### src/rtl/pwr_state_pkg.sv
package pwr_state_pkg;

  typedef enum logic [2:0] {
    ST_ON   = 3'd0,
    ST_IDLE = 3'd1,
    ST_SL1  = 3'd2,
    ST_SL3  = 3'd3,
    ST_SL4  = 3'd4,
    ST_OFF  = 3'd5,
    ST_DOFF = 3'd6,
    ST_MOFF = 3'd7
  } pstate_t;

  // decode of a nonzero sleep-type request
  function automatic pstate_t sleep_target(input logic [2:0] kind);
    case (kind)
      3'b001:  return ST_SL1;
      3'b101:  return ST_SL3;
      3'b110:  return ST_SL4;
      default: return ST_OFF;
    endcase
  endfunction

  function automatic logic is_asleep(input pstate_t s);
    return (s == ST_SL1) || (s == ST_SL3) || (s == ST_SL4) ||
           (s == ST_OFF) || (s == ST_DOFF);
  endfunction

  function automatic logic is_working(input pstate_t s);
    return (s == ST_ON) || (s == ST_IDLE);
  endfunction

  // where the block goes when power comes back
  function automatic pstate_t restart_target(input logic stay_off, input logic was_working);
    return (!stay_off && was_working) ? ST_ON : ST_OFF;
  endfunction

  // {s5_off_n, s4_off_n, s3_off_n}
  function automatic logic [2:0] rail_lines(input pstate_t s);
    logic [2:0] r;
    r = 3'b111;
    case (s)
      ST_SL3:                    r = 3'b110;
      ST_SL4:                    r = 3'b100;
      ST_OFF, ST_DOFF, ST_MOFF:  r = 3'b000;
      default:                   r = 3'b111;
    endcase
    return r;
  endfunction

endpackage

### src/rtl/pwr_sync.sv
module pwr_sync #(
  parameter int W = 1,
  parameter logic [W-1:0] RST_VAL = '0
) (
  input  logic         clk,
  input  logic         rst_n,
  input  logic [W-1:0] async_in,
  output logic [W-1:0] sync_out
);
  logic [W-1:0] meta_q;

  always_ff @(posedge clk or negedge rst_n) begin
    if (!rst_n) begin
      meta_q   <= RST_VAL;
      sync_out <= RST_VAL;
    end else begin
      meta_q   <= async_in;
      sync_out <= meta_q;
    end
  end
endmodule

### src/rtl/pwr_edge.sv
module pwr_edge #(
  parameter int W = 2
) (
  input  logic         clk,
  input  logic         rst_n,
  input  logic [W-1:0] lvl,
  output logic [W-1:0] hit
);
  for (genvar i = 0; i < W; i++) begin : g_bit
    logic last_q;
    always_ff @(posedge clk or negedge rst_n) begin
      if (!rst_n) last_q <= 1'b0;
      else        last_q <= lvl[i];
    end
    assign hit[i] = lvl[i] & ~last_q;
  end
endmodule

### src/rtl/pwr_fsm.sv
module pwr_fsm import pwr_state_pkg::*; #(
  parameter int WAKE_W = 4,
  parameter logic [WAKE_W-1:0] KEEP_MASK = '1
) (
  input  logic              clk,
  input  logic              rst_n,
  input  logic              pg_ok,
  input  logic              pbo_hit,
  input  logic              slp_hit,
  input  logic [2:0]        slp_kind,
  input  logic              idle_in,
  input  logic              idle_out,
  input  logic [WAKE_W-1:0] wake_lvl,
  input  logic [WAKE_W-1:0] wake_mask,
  input  logic              hold_off,
  input  logic              deep_ok,
  input  logic              stay_off,
  output pstate_t           cur,
  output logic [WAKE_W-1:0] sts,
  output logic              wake_pend
);
  pstate_t nxt;
  pstate_t g3_tgt;
  logic    was_work_q;
  logic    go_moff;
  logic    go_on;

  assign wake_pend = |(sts & wake_mask);
  assign g3_tgt    = restart_target(stay_off, was_work_q);

  always_comb begin
    nxt = cur;
    if (!pg_ok) begin
      nxt = ST_MOFF;
    end else begin
      case (cur)
        ST_ON: begin
          if (pbo_hit)                          nxt = ST_OFF;
          else if (slp_hit && slp_kind != 3'b0) nxt = sleep_target(slp_kind);
          else if (idle_in)                     nxt = ST_IDLE;
        end
        ST_IDLE: begin
          if (pbo_hit)       nxt = ST_OFF;
          else if (idle_out) nxt = ST_ON;
        end
        ST_SL1, ST_SL3, ST_SL4: begin
          if (pbo_hit)                    nxt = ST_OFF;
          else if (wake_pend && !hold_off) nxt = ST_ON;
        end
        ST_OFF: begin
          if (wake_pend) begin
            if (!hold_off) nxt = ST_ON;
          end else if (deep_ok) begin
            nxt = ST_DOFF;
          end
        end
        ST_DOFF: begin
          if (wake_pend && !hold_off) nxt = ST_ON;
        end
        ST_MOFF: begin
          if (!(g3_tgt == ST_ON && hold_off)) nxt = g3_tgt;
        end
        default: nxt = ST_OFF;
      endcase
    end
  end

  assign go_moff = (nxt == ST_MOFF) && (cur != ST_MOFF);
  assign go_on   = (nxt == ST_ON) && (cur != ST_ON);

  always_ff @(posedge clk or negedge rst_n) begin
    if (!rst_n) begin
      cur        <= ST_ON;
      sts        <= '0;
      was_work_q <= 1'b1;
    end else begin
      cur <= nxt;
      if (go_moff) begin
        sts        <= sts & KEEP_MASK;
        was_work_q <= is_working(cur);
      end else if (go_on) begin
        sts <= '0;
      end else if (is_asleep(cur)) begin
        sts <= sts | wake_lvl;
      end
    end
  end
endmodule

### src/rtl/pwr_state_ctrl.sv
module pwr_state_ctrl import pwr_state_pkg::*; #(
  parameter int WAKE_W = 4,
  parameter logic [WAKE_W-1:0] KEEP_MASK = 4'b0011
) (
  input  logic              clk,
  input  logic              rst_n,
  input  logic              idle_enter,
  input  logic              idle_exit,
  input  logic              slp_en,
  input  logic [2:0]        slp_type,
  input  logic              pwr_btn_ovr,
  input  logic              pwr_good,
  input  logic [WAKE_W-1:0] wake_evt,
  input  logic [WAKE_W-1:0] wake_en,
  input  logic              batt_low,
  input  logic              mobile_cfg,
  input  logic              deep_off_en,
  input  logic              g3_policy,
  output logic [2:0]        pwr_state,
  output logic              s3_off_n,
  output logic              s4_off_n,
  output logic              s5_off_n,
  output logic [WAKE_W-1:0] wake_sts
);
  localparam int ASY_W = 2 * WAKE_W + 9;

  logic [ASY_W-1:0]  asy_bus;
  logic [ASY_W-1:0]  syn_bus;
  logic              pbo_s, slp_s, bl_s, mob_s, deep_s, pol_s, pg_s;
  logic [2:0]        type_s;
  logic [WAKE_W-1:0] wake_s, wen_s;
  logic              pbo_p, slp_p;
  logic              defer;
  logic              wake_pend;
  pstate_t           st;

  assign asy_bus = {pwr_btn_ovr, slp_en, slp_type, batt_low, mobile_cfg,
                    deep_off_en, g3_policy, wake_evt, wake_en};

  pwr_sync #(.W(ASY_W), .RST_VAL('0)) u_sync_bus (
    .clk(clk), .rst_n(rst_n), .async_in(asy_bus), .sync_out(syn_bus)
  );

  pwr_sync #(.W(1), .RST_VAL(1'b1)) u_sync_pg (
    .clk(clk), .rst_n(rst_n), .async_in(pwr_good), .sync_out(pg_s)
  );

  assign {pbo_s, slp_s, type_s, bl_s, mob_s, deep_s, pol_s, wake_s, wen_s} = syn_bus;

  pwr_edge #(.W(2)) u_edge (
    .clk(clk), .rst_n(rst_n), .lvl({pbo_s, slp_s}), .hit({pbo_p, slp_p})
  );

  assign defer = mob_s & bl_s;

  pwr_fsm #(.WAKE_W(WAKE_W), .KEEP_MASK(KEEP_MASK)) u_fsm (
    .clk(clk), .rst_n(rst_n), .pg_ok(pg_s), .pbo_hit(pbo_p), .slp_hit(slp_p),
    .slp_kind(type_s), .idle_in(idle_enter), .idle_out(idle_exit),
    .wake_lvl(wake_s), .wake_mask(wen_s), .hold_off(defer), .deep_ok(deep_s),
    .stay_off(pol_s), .cur(st), .sts(wake_sts), .wake_pend(wake_pend)
  );

  assign pwr_state = st;
  assign {s5_off_n, s4_off_n, s3_off_n} = rail_lines(st);
endmodule

### config.mk
export PLATFORM = sky130hd
export DESIGN_NAME = pwr_state_ctrl
export DESIGN_NICKNAME = d
export VERILOG_FILES = /design/src/rtl/pwr_state_pkg.sv /design/src/rtl/pwr_sync.sv /design/src/rtl/pwr_edge.sv /design/src/rtl/pwr_fsm.sv /design/src/rtl/pwr_state_ctrl.sv
export SDC_FILE = /design/constraint.sdc
export NUM_CORES = 1
export LEC_CHECK = 0
export BUFFER_PORTS_ARGS = -buffer_cell sky130_fd_sc_hd__buf_4
export CORE_MARGIN = 2
export CORE_UTILIZATION = 53
export CTS_CLUSTER_SIZE = 30
export DETAILED_ROUTE_END_ITERATION = 10
export PLACE_DENSITY = 0.77
export SYNTH_ARGS = -nofsm -noshare
export SYNTH_HDL_FRONTEND = slang
export SYNTH_HIERARCHICAL = 1
export SYNTH_SLANG_ARGS = --single-unit
### constraint.sdc
create_clock -name clk -period 3.2 [get_ports clk]
set_clock_uncertainty 0.2 [all_clocks]
set_input_delay 0.64 -clock clk [delete_from_list [all_inputs] [get_ports clk]]
set_output_delay 0.64 -clock clk [all_outputs]
set_load 0.005 [all_outputs]
==> flow_summary.json <==
{
  "post_cts_buffers": 0,
  "netlist_instances": 119,
  "fin_util": 0.661,
  "grt_max_degree": 47,
  "start_util": 0.559,
  "numCtsBuffers": 5,
  "maxCapViolCount": 0,
  "io-pin-count": 32,
  "vias": 1025,
  "die_h_microns": 60.7,
  "setup_violations": 0,
  "drt-initial-drc-count": 26,
  "ant_nets": 0,
  "max_freq_ghz": 0.376,
  "antenna_found_initial": 0,
  "r2r_start": "u_fsm/cur[2]",
  "die_area_sq_um": 3690,
  "cts_tree": "yes",
  "cts.sinks": 46,
  "final_nets": 176,
  "r2r_end": "u_fsm/was_work_q",
  "worst_setup_path_start_kind": "flop",
  "viasPerCell": 5.15,
  "finalInstanceArea_sq_um": 2020,
  "worst-r2r-setup-slack_ns": 0.54,
  "hold_violations": 0,
  "synth_nets": 141,
  "rows": 20,
  "routabilityCongestion": 0.805,
  "wl_per_cell_microns": 12.9,
  "placed_cell_area_sq_um": 1960,
  "power_density_nw_per_um2": 672,
  "diodes": 0,
  "area_growth_pct": 18.3,
  "timing.final.crit_share": 0.831,
  "firstDrtPassIters": 4,
  "slew_viol_final": 0,
  "htree_levels": 2,
  "end_kind": "flop",
  "cts_hold_buf": 0,
  "dp_hpwl_microns": 1770,
  "cp-endpoint": "u_fsm/was_work_q",
  "required_ns": 3.29,
  "grt-ovfl-total": 0,
  "clkLatencyLatePin_ns": 0.35,
  "drive_gt1_frac": 0.387,
  "p_total_mw": 1.36,
  "rr_worst_depth": 6,
  "avgSynthCellArea_sq_um": 14.3,
  "fin_setup_tns_ns": 0,
  "critical_path_class": "reg2reg",
  "yosys_warnings": 6,
  "crit_path_max_fanout": 19,
  "io_buffers": 31,
  "grt_use_total": 0.157,
  "core-area_sq_um": 3050,
  "cts_resized": 0,
  "tightest_slew_ns": 0.729,
  "critPathLaunch": "u_fsm/cur[2]",
  "worst_ep_arrival_time_ns": 2.75,
  "cts.clk_slew.worst_paths_ns": 0.13,
  "grt_pass1_wl_microns": 4110,
  "post-route-drc-count": 0,
  "min_period_ns": 2.66,
  "routed_wl_microns": 2560,
  "cts_buffer_depth": 2,
  "die_w_microns": 60.7,
  "status": "completed",
  "hp-class": "in2async",
  "ctsRootBufferMaster": "clkbuf_4",
  "grt_pass1_vias": 944,
  "rsz0062_at_grt": "no",
  "ir_drop_v": 0.000371,
  "power.leakage_nw": 0.927,
  "relSlewSlack": 0.514,
  "syn-cell-area_sq_um": 1710
}
[per-layer routing]
| layer | GRT usage | vias to the layer above | part of all wire |
|---|---|---|---|
| li1 | - | 489 | - |
| met1 | 0.211 | 499 | 0.45 |
| met2 | 0.230 | 31 | 0.48 |
| met3 | 0.0704 | 6 | 0.059 |
| met4 | 0.0497 | 0 | 0.012 |
| met5 | 0 | - | 0 |
[final cells by class]
cell class	instances	area, sq um
repair buffers	31	233
clock inverters	2	13.8
well taps	44	55.1
multi-input cells	64	498
fillers	240	1030
flip-flops and latches	46	1150
inverters	6	22.5
clock buffers	6	41.3
[state kept, by name (all words and copies together), names as in the netlist]
name / count
u_fsm/was_work_q: 1
u_sync_pg/sync_out: 1
u_fsm/cur: 3
u_sync_bus/meta_q: 17
u_fsm/sts: 4
u_sync_bus/sync_out: 17
u_sync_pg/meta_q: 1
u_edge/g_bit.last_q: 2
[how the worst min path moves through the flow]
| stage | slack, ns | from | endpoint | cells after the start |
|---|---|---|---|---|
| finish | 0.06 | rst_n | u_fsm/sts[2] | 1 |
| global route | 0.08 | rst_n | u_sync_bus/meta_q[13] | 1 |
| CTS | 0.07 | rst_n | u_sync_bus/meta_q[9] | 1 |
| detailed placement | 0.13 | u_sync_bus/meta_q[0] | u_sync_bus/sync_out[0] | 0 |
| global placement | 0.13 | u_sync_bus/meta_q[11] | u_sync_bus/sync_out[11] | 0 |
| floorplan | 0.13 | u_sync_bus/meta_q[0] | u_sync_bus/sync_out[0] | 0 |
[power breakdown]
part / switching [mW] / internal [mW]
clock: 0.169 / 0.0865
combinational: 0.167 / 0.187
sequential: 0.0990 / 0.648
total: 0.435 / 0.921
[metrics by stage]
step | cells | hold slack [ns] | setup slack [ns]
finish | 199 | 0.0620 | 0.539
detailed placement | 191 | 0.135 | 0.567
global route | 199 | 0.0757 | 0.449
floorplan | 119 | 0.131 | 0.951
global placement | 191 | 0.132 | 0.670
CTS | 199 | 0.0682 | 0.555
[critical path: stages, from the launching register on]
cell and delay, ns:
dfrtp_1 0.67, nor3_2 0.35, or4b_1 0.48, o211ai_2 0.11
a31oi_4 0.08, a2111oi_4 0.38, mux2_4 0.34
[cells in the final DEF (no fill, tap or decap), types with 2 or more instances in the layout]
| cell type | instances |
|---|---|
| a21oi_1 | 3 |
| a21oi_2 | 2 |
| a22oi_2 | 2 |
| a31o_2 | 2 |
| and3_1 | 2 |
| buf_4 | 31 |
| clkbuf_4 | 5 |
| dfrtp_1 | 43 |
| dfstp_2 | 3 |
| inv_1 | 6 |
| nand2_1 | 7 |
| nand3_1 | 2 |
| nor2_1 | 4 |
| nor2b_4 | 2 |
| nor3_1 | 3 |
| o21ai_0 | 3 |
| o21ai_1 | 3 |
| o22ai_1 | 2 |
Note: power is estimated with default switching activity, not from simulation.
